--- config.mk ---
export PLATFORM = sky130hd
export DESIGN_NAME = spi_regif
export DESIGN_NICKNAME = d
export VERILOG_FILES = /design/src/rtl/spi_regif_pkg.sv /design/src/rtl/spi_sync.sv /design/src/rtl/spi_frame.sv /design/src/rtl/spi_regfile.sv /design/src/rtl/spi_regif.sv
export SDC_FILE = /design/constraint.sdc
export NUM_CORES = 1
export LEC_CHECK = 0
export BUFFER_PORTS_ARGS = -buffer_cell sky130_fd_sc_hd__buf_2
export CAP_MARGIN = 10
export CORE_MARGIN = 8
export CORE_UTILIZATION = 33
export CTS_CLUSTER_SIZE = 14
export DETAILED_ROUTE_END_ITERATION = 10
export GPL_TIMING_DRIVEN = 0
export PLACE_DENSITY = 0.48
export SYNTH_ARGS = -nofsm -noshare
export SYNTH_HDL_FRONTEND = slang
export SYNTH_SLANG_ARGS = --single-unit
--- constraint.sdc ---
create_clock -name clk -period 3.8 [get_ports clk]
set_clock_uncertainty 0.2 [all_clocks]
set_input_delay 0.57 -clock clk [delete_from_list [all_inputs] [get_ports clk]]
set_output_delay 0.57 -clock clk [all_outputs]
set_load 0.03 [all_outputs]
--- src/rtl/spi_regif_pkg.sv ---
package spi_regif_pkg;

    localparam int ADDR_W     = 7;
    localparam int DATA_W     = 8;
    localparam int HDR_BITS   = 1 + ADDR_W;
    localparam int FRAME_BITS = HDR_BITS + DATA_W;
    localparam int STAT_W     = 7;
    localparam int CNT_W      = $clog2(FRAME_BITS + 2);

    localparam logic [ADDR_W-1:0] ADDR_ID      = 7'h00;
    localparam logic [ADDR_W-1:0] ADDR_SCRATCH = 7'h01;
    localparam logic [ADDR_W-1:0] ADDR_FIFO    = 7'h05;
    // Base of the configuration block; must be aligned to GEN_COUNT.
    localparam logic [ADDR_W-1:0] ADDR_GEN     = 7'h08;
    localparam int GEN_COUNT = 8;
    localparam int GEN_IDX_W = $clog2(GEN_COUNT);

    localparam logic [DATA_W-1:0] ID_VALUE     = 8'h21;
    localparam logic [DATA_W-1:0] SCRATCH_INIT = 8'hC5;

    // Packed MSB first: the order in which the bits leave on the serial line.
    typedef struct packed {
        logic       pll_lock;
        logic       fifo_over;
        logic       fifo_under;
        logic       fifo_full;
        logic       fifo_empty;
        logic [1:0] fifo_meta;
    } status_t;

    typedef enum logic [2:0] {
        TGT_ID,
        TGT_SCRATCH,
        TGT_FIFO,
        TGT_GEN,
        TGT_NONE
    } target_e;

    typedef struct packed {
        target_e              kind;
        logic [GEN_IDX_W-1:0] idx;
    } target_t;

    typedef struct packed {
        logic              valid;
        logic [ADDR_W-1:0] addr;
        logic [DATA_W-1:0] data;
    } wr_req_t;

    function automatic target_t decode_addr(input logic [ADDR_W-1:0] a);
        target_t t;
        t.kind = TGT_NONE;
        t.idx  = a[GEN_IDX_W-1:0];
        if (a == ADDR_ID)
            t.kind = TGT_ID;
        else if (a == ADDR_SCRATCH)
            t.kind = TGT_SCRATCH;
        else if (a == ADDR_FIFO)
            t.kind = TGT_FIFO;
        else if (a[ADDR_W-1:GEN_IDX_W] == ADDR_GEN[ADDR_W-1:GEN_IDX_W])
            t.kind = TGT_GEN;
        return t;
    endfunction

    // Bit shown on the serial output at a given position of the frame.
    function automatic logic tx_bit(input logic [CNT_W-1:0] pos,
                                    input logic [STAT_W-1:0] stat,
                                    input logic [DATA_W-1:0] rdata);
        int p;
        p = int'(pos);
        if (p == 0)
            return 1'b0;
        else if (p <= STAT_W)
            return stat[STAT_W - p];
        else if (p < FRAME_BITS)
            return rdata[FRAME_BITS - 1 - p];
        else
            return 1'b0;
    endfunction

endpackage

--- src/rtl/spi_sync.sv ---
module spi_sync #(
    parameter int               WIDTH   = 3,
    parameter int               STAGES  = 2,
    parameter logic [WIDTH-1:0] RST_VAL = '0
) (
    input  logic             clk,
    input  logic             rst,
    input  logic [WIDTH-1:0] d,
    output logic [WIDTH-1:0] q
);

    for (genvar b = 0; b < WIDTH; b++) begin : g_bit
        logic [STAGES-1:0] chain;
        always_ff @(posedge clk) begin
            if (rst)
                chain <= {STAGES{RST_VAL[b]}};
            else
                chain <= {chain[STAGES-2:0], d[b]};
        end
        assign q[b] = chain[STAGES-1];
    end

endmodule

--- src/rtl/spi_frame.sv ---
module spi_frame
    import spi_regif_pkg::*;
(
    input  logic              clk,
    input  logic              rst,
    input  logic              sel_n_s,
    input  logic              sclk_s,
    input  logic              mosi_s,
    input  status_t           stat_i,
    input  logic [DATA_W-1:0] rdata_i,
    output logic              hdr_done_o,
    output logic              hdr_wr_o,
    output logic [ADDR_W-1:0] hdr_addr_o,
    output wr_req_t           wr_o,
    output logic              miso_o,
    output logic              oe_o,
    output logic              sclk_fall_o,
    output logic              sel_fall_o
);

    localparam logic [CNT_W-1:0] CNT_SAT  = CNT_W'(FRAME_BITS + 1);
    localparam logic [CNT_W-1:0] CNT_FULL = CNT_W'(FRAME_BITS);
    localparam logic [CNT_W-1:0] CNT_HDR  = CNT_W'(HDR_BITS - 1);
    localparam logic [CNT_W-1:0] POS_END  = CNT_W'(FRAME_BITS);

    logic                  sclk_q, sel_q;
    logic                  active, sclk_rise, sel_rise;
    logic [FRAME_BITS-1:0] shreg;
    logic [CNT_W-1:0]      rx_cnt, tx_pos;
    logic [STAT_W-1:0]     stat_q;
    logic [DATA_W-1:0]     rdata_q;

    assign active      = ~sel_n_s;
    assign sclk_rise   = active & ~sclk_q & sclk_s;
    assign sclk_fall_o = active & sclk_q & ~sclk_s;
    assign sel_fall_o  = sel_q & ~sel_n_s;
    assign sel_rise    = ~sel_q & sel_n_s;

    always_ff @(posedge clk) begin
        if (rst) begin
            sclk_q <= 1'b0;
            sel_q  <= 1'b1;
        end else begin
            sclk_q <= sclk_s;
            sel_q  <= sel_n_s;
        end
    end

    // Receive path and frame counting
    always_ff @(posedge clk) begin
        if (rst) begin
            shreg      <= '0;
            rx_cnt     <= '0;
            hdr_done_o <= 1'b0;
        end else begin
            hdr_done_o <= sclk_rise && (rx_cnt == CNT_HDR);
            if (sel_fall_o) begin
                rx_cnt <= '0;
            end else if (sclk_rise) begin
                shreg <= {shreg[FRAME_BITS-2:0], mosi_s};
                if (rx_cnt != CNT_SAT)
                    rx_cnt <= rx_cnt + 1'b1;
            end
        end
    end

    assign hdr_wr_o   = shreg[HDR_BITS-1];
    assign hdr_addr_o = shreg[ADDR_W-1:0];

    // Commit only frames of exactly FRAME_BITS edges
    always_ff @(posedge clk) begin
        if (rst) begin
            wr_o <= '0;
        end else begin
            wr_o.valid <= sel_rise && (rx_cnt == CNT_FULL) && shreg[FRAME_BITS-1];
            if (sel_rise) begin
                wr_o.addr <= shreg[FRAME_BITS-2:DATA_W];
                wr_o.data <= shreg[DATA_W-1:0];
            end
        end
    end

    // Transmit path
    always_ff @(posedge clk) begin
        if (rst) begin
            tx_pos  <= POS_END;
            stat_q  <= '0;
            rdata_q <= '0;
        end else if (sel_fall_o) begin
            tx_pos  <= '0;
            stat_q  <= stat_i;
            rdata_q <= '0;
        end else begin
            if (sclk_fall_o && tx_pos != POS_END)
                tx_pos <= tx_pos + 1'b1;
            if (hdr_done_o && !hdr_wr_o)
                rdata_q <= rdata_i;
        end
    end

    assign miso_o = tx_bit(tx_pos, stat_q, rdata_q);
    assign oe_o   = active;

endmodule

--- src/rtl/spi_regfile.sv ---
module spi_regfile
    import spi_regif_pkg::*;
(
    input  logic                        clk,
    input  logic                        rst,
    input  wr_req_t                     wr_i,
    input  logic [ADDR_W-1:0]           rd_addr_i,
    input  logic [DATA_W-1:0]           fifo_rdata_i,
    output logic [DATA_W-1:0]           rd_data_o,
    output logic [GEN_COUNT*DATA_W-1:0] cfg_o,
    output logic                        fifo_wr_o,
    output logic [DATA_W-1:0]           fifo_wdata_o
);

    target_t           wt, rt;
    logic [DATA_W-1:0] scratch_q;
    logic [DATA_W-1:0] gen_q [GEN_COUNT];

    assign wt = decode_addr(wr_i.addr);
    assign rt = decode_addr(rd_addr_i);

    always_ff @(posedge clk) begin
        if (rst)
            scratch_q <= SCRATCH_INIT;
        else if (wr_i.valid && wt.kind == TGT_SCRATCH)
            scratch_q <= wr_i.data;
    end

    for (genvar g = 0; g < GEN_COUNT; g++) begin : g_cfg
        always_ff @(posedge clk) begin
            if (rst)
                gen_q[g] <= '0;
            else if (wr_i.valid && wt.kind == TGT_GEN && wt.idx == GEN_IDX_W'(g))
                gen_q[g] <= wr_i.data;
        end
        assign cfg_o[g*DATA_W +: DATA_W] = gen_q[g];
    end

    always_ff @(posedge clk) begin
        if (rst) begin
            fifo_wr_o    <= 1'b0;
            fifo_wdata_o <= '0;
        end else begin
            fifo_wr_o <= wr_i.valid && wt.kind == TGT_FIFO;
            if (wr_i.valid && wt.kind == TGT_FIFO)
                fifo_wdata_o <= wr_i.data;
        end
    end

    always_comb begin
        case (rt.kind)
            TGT_ID:      rd_data_o = ID_VALUE;
            TGT_SCRATCH: rd_data_o = scratch_q;
            TGT_FIFO:    rd_data_o = fifo_rdata_i;
            TGT_GEN:     rd_data_o = gen_q[rt.idx];
            default:     rd_data_o = '0;
        endcase
    end

endmodule

--- src/rtl/spi_regif.sv ---
module spi_regif
    import spi_regif_pkg::*;
#(
    parameter int SYNC_STAGES = 2
) (
    input  logic                        clk,
    input  logic                        rst,
    input  logic                        spi_sel_n,
    input  logic                        spi_sclk,
    input  logic                        spi_mosi,
    output logic                        spi_miso,
    output logic                        spi_miso_oe,
    input  logic                        stat_pll_lock,
    input  logic                        stat_fifo_over,
    input  logic                        stat_fifo_under,
    input  logic                        stat_fifo_full,
    input  logic                        stat_fifo_empty,
    input  logic [1:0]                  stat_fifo_meta,
    output logic                        fifo_wr_o,
    output logic [DATA_W-1:0]           fifo_wdata_o,
    output logic                        fifo_rd_o,
    input  logic [DATA_W-1:0]           fifo_rdata_i,
    output logic [GEN_COUNT*DATA_W-1:0] cfg_o
);

    logic [2:0]        pins_s;
    status_t           stat;
    wr_req_t           wr_req;
    logic              hdr_done, hdr_wr;
    logic [ADDR_W-1:0] hdr_addr;
    logic [DATA_W-1:0] rd_data;
    logic              sclk_fall, sel_fall;
    target_t           hdr_tgt;

    spi_sync #(
        .WIDTH  (3),
        .STAGES (SYNC_STAGES),
        .RST_VAL(3'b100)
    ) u_sync (
        .clk(clk),
        .rst(rst),
        .d  ({spi_sel_n, spi_sclk, spi_mosi}),
        .q  (pins_s)
    );

    assign stat = '{pll_lock:   stat_pll_lock,
                    fifo_over:  stat_fifo_over,
                    fifo_under: stat_fifo_under,
                    fifo_full:  stat_fifo_full,
                    fifo_empty: stat_fifo_empty,
                    fifo_meta:  stat_fifo_meta};

    spi_frame u_frame (
        .clk        (clk),
        .rst        (rst),
        .sel_n_s    (pins_s[2]),
        .sclk_s     (pins_s[1]),
        .mosi_s     (pins_s[0]),
        .stat_i     (stat),
        .rdata_i    (rd_data),
        .hdr_done_o (hdr_done),
        .hdr_wr_o   (hdr_wr),
        .hdr_addr_o (hdr_addr),
        .wr_o       (wr_req),
        .miso_o     (spi_miso),
        .oe_o       (spi_miso_oe),
        .sclk_fall_o(sclk_fall),
        .sel_fall_o (sel_fall)
    );

    spi_regfile u_regs (
        .clk         (clk),
        .rst         (rst),
        .wr_i        (wr_req),
        .rd_addr_i   (hdr_addr),
        .fifo_rdata_i(fifo_rdata_i),
        .rd_data_o   (rd_data),
        .cfg_o       (cfg_o),
        .fifo_wr_o   (fifo_wr_o),
        .fifo_wdata_o(fifo_wdata_o)
    );

    // Pop strobe one cycle after the read byte has been captured
    assign hdr_tgt = decode_addr(hdr_addr);

    always_ff @(posedge clk) begin
        if (rst)
            fifo_rd_o <= 1'b0;
        else
            fifo_rd_o <= hdr_done && !hdr_wr && hdr_tgt.kind == TGT_FIFO;
    end

endmodule

Yosys cells after proc, flatten, opt, wreduce, memory -nomap -nowiden
Memories as Yosys holds them, arrays and structs flattened. A register that Yosys moved wholly into a read port is not among the register bits.
Cells that the tools add are included.
{"block": "op_classes", "addsub": 4, "reduce_logical": 27, "eq_ne": 23, "n_shift": 0, "mux": 56, "div": 0, "order_cmp": 4, "mul": 0, "bitwise": 19}
{"cell": "less-than comparator 32 x 5 -> 1 bit (second input constant)", "n": 2}
{"cell": "2-to-1 mux 8 bit", "n": 8}
{"cell": "2-to-1 mux 1 bit", "n": 33}
{"cell": "case mux 8 bit (4 select lines)", "n": 1}
{"cell": "2-to-1 mux 3 bit", "n": 10}
{"cell": "equality test 3 x 2 -> 1 bit (second input constant)", "n": 6}
{"cell": "logical AND 1 bit", "n": 17}
{"cell": "equality test 7 x 1 -> 1 bit (second input constant)", "n": 2}
{"cell": "equality test 7 x 3 -> 1 bit (second input constant)", "n": 2}
{"cell": "logical NOT 7 bit", "n": 2}
{"cell": "equality test 3 bit (second input constant)", "n": 4}
{"cell": "adder 5 x 1 -> 5 bit (second input constant)", "n": 2}
{"cell": "2-to-1 mux 5 bit", "n": 2}
{"cell": "inequality test 5 bit (second input constant)", "n": 2}
{"cell": "equality test 3 x 1 -> 1 bit (second input constant)", "n": 3}
{"cell": "equality test 4 x 1 -> 1 bit (second input constant)", "n": 2}
{"cell": "OR 1 bit", "n": 8}
{"cell": "AND 1 bit", "n": 6}
{"cell": "binary-select mux 1 bit (select 3 bit)", "n": 2}
{"cell": "logical NOT 3 bit", "n": 2}
{"cell": "subtractor 3 x 5 -> 6 bit (first input constant)", "n": 1}
{"cell": "subtractor 4 x 5 -> 6 bit (first input constant)", "n": 1}
{"cell": "equality test 5 x 3 -> 1 bit (second input constant)", "n": 1}
{"cell": "equality test 5 bit (second input constant)", "n": 1}
{"cell": "other kinds (8)", "n": 13}
{"block": "word_totals", "regBits": 84, "mem_bits_ro": 0, "output_inout_bits": 76, "mem_bits_rw": 64, "input_bits": 20, "latch_bits": 0, "word_cells": 153, "mem_count": 1}
{"memory": "u_regs.gen_q", "depth": 8, "word_bits": 8, "read_ports": 9, "rd_ports_with_merged_regs": 1, "wr": 8, "line_no": "spi_regfile.sv:17", "text": "logic [DATA_W-1:0] gen_q [GEN_COUNT];"}

Logic depth before layout (Yosys ltp)
{"block": "logic_depth", "depth_word": 12, "ltp_mapped": 7}

Hierarchy
From an unflattened synthesis, not the netlist that was laid out.
{"block": "unflattened", "cells_unflattened": 629, "area_unflattened_um2": 6533.8}
{"mod": "spi_regfile", "cells_each": 318, "area_each_um2": 3799.9, "n_inst": 1}
{"mod": "spi_frame", "cells_each": 292, "area_each_um2": 2506.2, "n_inst": 1}
{"mod": "spi_sync", "cells_each": 15, "area_each_um2": 180.2, "n_inst": 1}
{"mod": "spi_regif", "cells_each": 4, "area_each_um2": 47.5, "n_inst": 1}

Worst setup path after synthesis
Ideal clock, no wire load.
{"block": "synth_path", "path_type": "reg-to-output", "start": "reg u_frame.tx_pos[2]", "end": "out spi_miso", "arrival_ns": 1.814, "slack_ns": 1.216, "stages_incl_launch_ff": 6, "cell_sequence": "dfxtp_1 > clkbuf_1 > or2_2 > o221ai_1 > o31ai_1 > a221oi_1"}
{"block": "synth_between", "elab_chain_len": 7}
{"item": "start, declared", "line_no": "spi_frame.sv:29", "text": "logic [CNT_W-1:0] rx_cnt, tx_pos;"}
{"item": "start signal, assigned", "line_no": "spi_frame.sv:95", "text": "tx_pos <= tx_pos + 1'b1;"}
{"item": "subtractor 4 x 5 -> 6 bit", "line_no": "spi_regif_pkg.sv:76", "text": "return rdata[FRAME_BITS - 1 - p];"}
{"item": "binary-select mux 1 bit (select 3 bit)", "line_no": "spi_regif_pkg.sv:76"}
{"item": "2-to-1 mux 1 bit (not written as such) (2 in series)", "line_no": "spi_regif_pkg.sv:76"}
{"item": "2-to-1 mux 1 bit", "line_no": "spi_regif_pkg.sv:75", "text": "else if (p < FRAME_BITS)"}
{"item": "2-to-1 mux 1 bit", "line_no": "spi_regif_pkg.sv:73", "text": "else if (p <= STAT_W)"}
{"item": "2-to-1 mux 1 bit (*)", "line_no": "spi_regif_pkg.sv:71", "text": "if (p == 0)"}
{"item": "end, declared", "line_no": "spi_regif.sv:11", "text": "output logic spi_miso,"}
Mark *: on every way between the ends. The rest lies on a longest branch, timed or not. The select of a mux whose other input is x is not followed.

Worst setup path after layout
Same ends and word-level chain as after synthesis.

==> summary.md <==
| Metric | Value |
|---|---|
| Status | finished, final reports clean |
| Routed via count | 4779 |
| Critical Path, Cell by Cell | clkbuf_1 > or2_2 > o221ai_1 > o31ai_1 > a221oi_1 > buf_2 |
| Postcts setup bufs | 0 |
| PwrDens | 453.6 mW/mm^2 |
| Worst-Skew Late Latency | 420 ps |
| Total power | 3.654 mW |
| FF-to-FF Start | u_frame.wr_o[12] |
| Synthesis-to-layout area growth | 21.97% |
| Switching power total | 783.0 uW |
| Synthesized netlist cell count | 590 |
| CTS clk-pin slew, worst paths | 50 ps |
| Most used DFF post-synth | dfxtp_1 |
| Utilization after layout | 41.26% |
| Flop-to-flop setup slack | 1300 ps |
| Initial antenna violation count | 0 |
| Leakage | 3.126 nW |
| Die Ht | 157.5 um |
| Clk pwr share | 48.1% |
| RSZ-0062 raised after global routing | no |
| Largest net degree at the start of global routing | 17 |
| Async SR Flop Fraction | 0% |
| CTS max path bufs | 2 |
| Number of routed nets with antenna violations | 0 |
| Max Cap Viol | 0 |
| Die width | 157.5 um |
| Switching share of power | 21.43% |
| Final count of pins violating max slew | 0 |
| Input/output buffers | 95 |
| RePlAce Congestion | 0.8013 |
| Critical Path Max Stage Delay | 340 ps |
| All-layer global routing usage | 15.39% |
| Hold slack | 132.0 ps |
| Final setup fails | 0 |
| Crit path kind | register to primary output |
| CTS Sinks | 151 |
| Worst endpoint data arrival time | 2140 ps |
| Comb pwr share | 4.4% |
| Post-synth EDFFs | 64 |
| First-pass GRT wire length | 28.64 mm |
| Unique cell type count in the Yosys netlist | 47 |
| CORE AREA | 0.01953 mm^2 |
| Reg-to-Reg End | u_regs.gen_q[2][0] |
| Pint | 2.871 mW |
| Gr ovfl total | 0 |
| DR WL/cell | 18.83 um |
| Startpoint types | register |
| Critical Path Fanout Max | 9 |
| Pre-CTS worst setup slack | 680.6 ps |
| Seq/Total Area, Yosys | 55.47% |
| CP Depth | 6 |
| DP Cell Count | 953 |
| Row count | 51 |
| Worst Reg2Reg Path Length in Cells | 3 |
| CTS Hold Bufs | 0 |
| Synthesized area | 0.006605 mm^2 |
| Critical Path Start | u_frame.tx_pos[2] |
| Minimum clock period | 2908 ps |
| CP required | 3030 ps |
| Post-Layout Cell Count | 986 |
| Worst setup path end | spi_miso |
| Slew headroom | 27.65% |
| Slowest cell on crit path | or2_2 |
| DRC errors left | 0 |
| CTS buffer count | 17 |
| CP top delay family | compound AO/OA/AOI/OAI gates |
| Worst min path class | primary input to register |
| Setup WS post-layout | 892.3 ps |
| Max IR drop VDD | 0.0003136 V |
| Via density per instance | 4.847 |
| Endpoint type of the worst setup path | primary output |
| Router iterations before antenna repair | 5 |
| Final instance area | 0.008056 mm^2 |
| # diodes | 0 |
| Worst Tran Pin Value | 1074 ps |
| TritonCTS clock tree | yes |
| Dpl cell area | 0.007440 mm^2 |
| Seq pwr share | 47.5% |
| CTS resizes | 0 |
| Min-Delay Path Depth | 2 |
| Post-Syn Nets | 615 |
| Routed WL | 18.57 mm |
| Buf+Inv Stages, Crit Path | 2 |
| Starting Density | 33.83% |
| H-tree depth | 4 |
| Avg Inst Size Synth | 11.20 um^2 |
| Fin nets | 733 |
| IO Count | 96 |
| Die area | 0.02480 mm^2 |
| Post-detail-place hpwl | 13.55 mm |
| F_max | 0.3439 GHz |
| Part of the cycle the worst path needs | 76.52% |
| Initial DRC Count | 364 |
| Final Hold Viols | 0 |
| Vias in the first global route | 4924 |
| Setup TNS | 0 ps |
| Ys Warns | 0 |
| CTS root buf | clkbuf_16 |
| Flops & latches, synth | 151 |
| Share of cells above drive strength 1 | 23.86% |
[cell usage in the layout (no fill, tap or decap), drive strengths merged, types with 2 or more instances in the layout]
cell	count
a21boi	2
a21oi	35
and2	67
and3	9
and3b	9
buf	117
bufinv	3
clkbuf	50
clkinv	4
dfxtp	87
edfxtp	64
ha	5
inv	8
mux2i	32
mux4	18
nand2	71
nand2b	7
nand3	6
nand3b	2
nand4	3
nand4bb	2
nor2	40
nor2b	8
nor3	12
nor3b	5
nor4	22
nor4b	2
o21a	2
o21ai	7
o31ai	3
or2	5
xnor2	2
xor2	6
[layer usage]
metal | global-route usage, % | share of wire (%) | routed length [um]
met1 | 20.70 | 48 | 8842
met2 | 23.61 | 46 | 8458
met3 | 4.058 | 5.8 | 1078
met4 | 4.986 | 1.0 | 191
met5 | 0 | 0 | 0
[power by group through the flow]
stage | clock [mW] | combinational (mW) | sequential, mW
floorplan | 0 | 0.0478 | 1.82
global placement | 0 | 0.160 | 1.77
detailed placement | 0 | 0.163 | 1.77
CTS | 1.79 | 0.164 | 1.74
global route | 1.86 | 0.171 | 1.74
finish | 1.76 | 0.160 | 1.74
[how the worst min path moves through the flow]
stage,endpoint,startpoint
2_1_floorplan,u_sync.g_bit[2].chain[1],u_sync.g_bit[2].chain[0]
3_3_place_gp,u_sync.g_bit[2].chain[1],u_sync.g_bit[2].chain[0]
3_5_place_dp,u_sync.g_bit[2].chain[1],u_sync.g_bit[2].chain[0]
4_1_cts,u_sync.g_bit[2].chain[0],spi_sel_n
5_1_grt,u_sync.g_bit[2].chain[0],spi_sel_n
6_report,u_sync.g_bit[2].chain[0],spi_sel_n
[registers in the layout, summed over array words and instances, names as in the netlist, named ones only]
| name | cells |
|---|---|
| u_sync.g_bit.chain | 6 |
| u_regs.fifo_wr_o | 1 |
| u_frame.hdr_done_o | 1 |
| u_frame.shreg | 16 |
| u_frame.sel_q | 1 |
| u_frame.stat_q | 7 |
| u_regs.gen_q | 64 |
| u_regs.scratch_q | 8 |
| u_regs.fifo_wdata_o | 8 |
| u_frame.sclk_q | 1 |
| fifo_rd_o | 1 |
| u_frame.rdata_q | 8 |
| u_frame.wr_o | 16 |
| u_frame.rx_cnt | 5 |
| u_frame.tx_pos | 5 |
[cells in the mapped netlist, types with 2 or more instances]
cell type  count  share of area, %
xnor2_1        2              0.27
a21boi_0       2              0.23
xor2_1         6              0.80
nor2_1        40               2.3
clkbuf_1      25               1.4
nand4_1        3              0.28
nor3_2         3              0.45
nand4bb_1      2              0.34
buf_6          2              0.34
a21oi_1       35               2.7
nand3_1        5              0.38
edfxtp_1      64                29
nor3_1         9              0.68
and3b_1        9               1.2
or2_2          5              0.47
nor2b_1        8              0.76
inv_1          7              0.40
dfxtp_1       87                26
mux4_2        11               3.8
o31ai_1        3              0.34
o21ai_0        7              0.53
o21a_1         2              0.23
mux4_1         7               2.8
mux2i_1       32               4.8
and2_1        67               6.3
buf_1          4              0.23
and3_1         9              0.85
nand2_1       71               4.0
nor4_1        20               1.9
nor4_2         2              0.38
ha_1           5              0.95
nor4b_4        2              0.72
nand2b_1       7              0.66
nor3b_1        4              0.45
buf_2         11              0.83
[layout make-up]
cell class                 instances  area [um^2]
timing repair buffer              99        498.0
clock buffer                      24        495.5
clock inverter                     8        116.4
buffer                            44        211.5
fill                            1929        11470
multi-input combinational        388         2714
inverter                           7        26.28
tap                              265        331.6
sequential                       151         3664
[worst register-to-register path, stage by stage (launching register included)]
cell and delay, ps:
dfxtp_1 340, nor4b_4 420, nand3b_2 260, o21ai_0 910
[logic make-up after synthesis]
| kind of cell | after synthesis | synth area share (%) |
|---|---|---|
| multiplexers | 50 | 11.38 |
| AND/OR/NAND/NOR | 274 | 23.30 |
| buffers and inverters | 51 | 3.599 |
| AO/OA/AOI/OAI | 51 | 4.243 |
| flip-flops | 151 | 55.46 |
| adder cells (fa/ha/maj) | 5 | 0.9471 |
| XOR/XNOR | 8 | 1.061 |
Note: power is estimated with default switching activity, not from simulation.
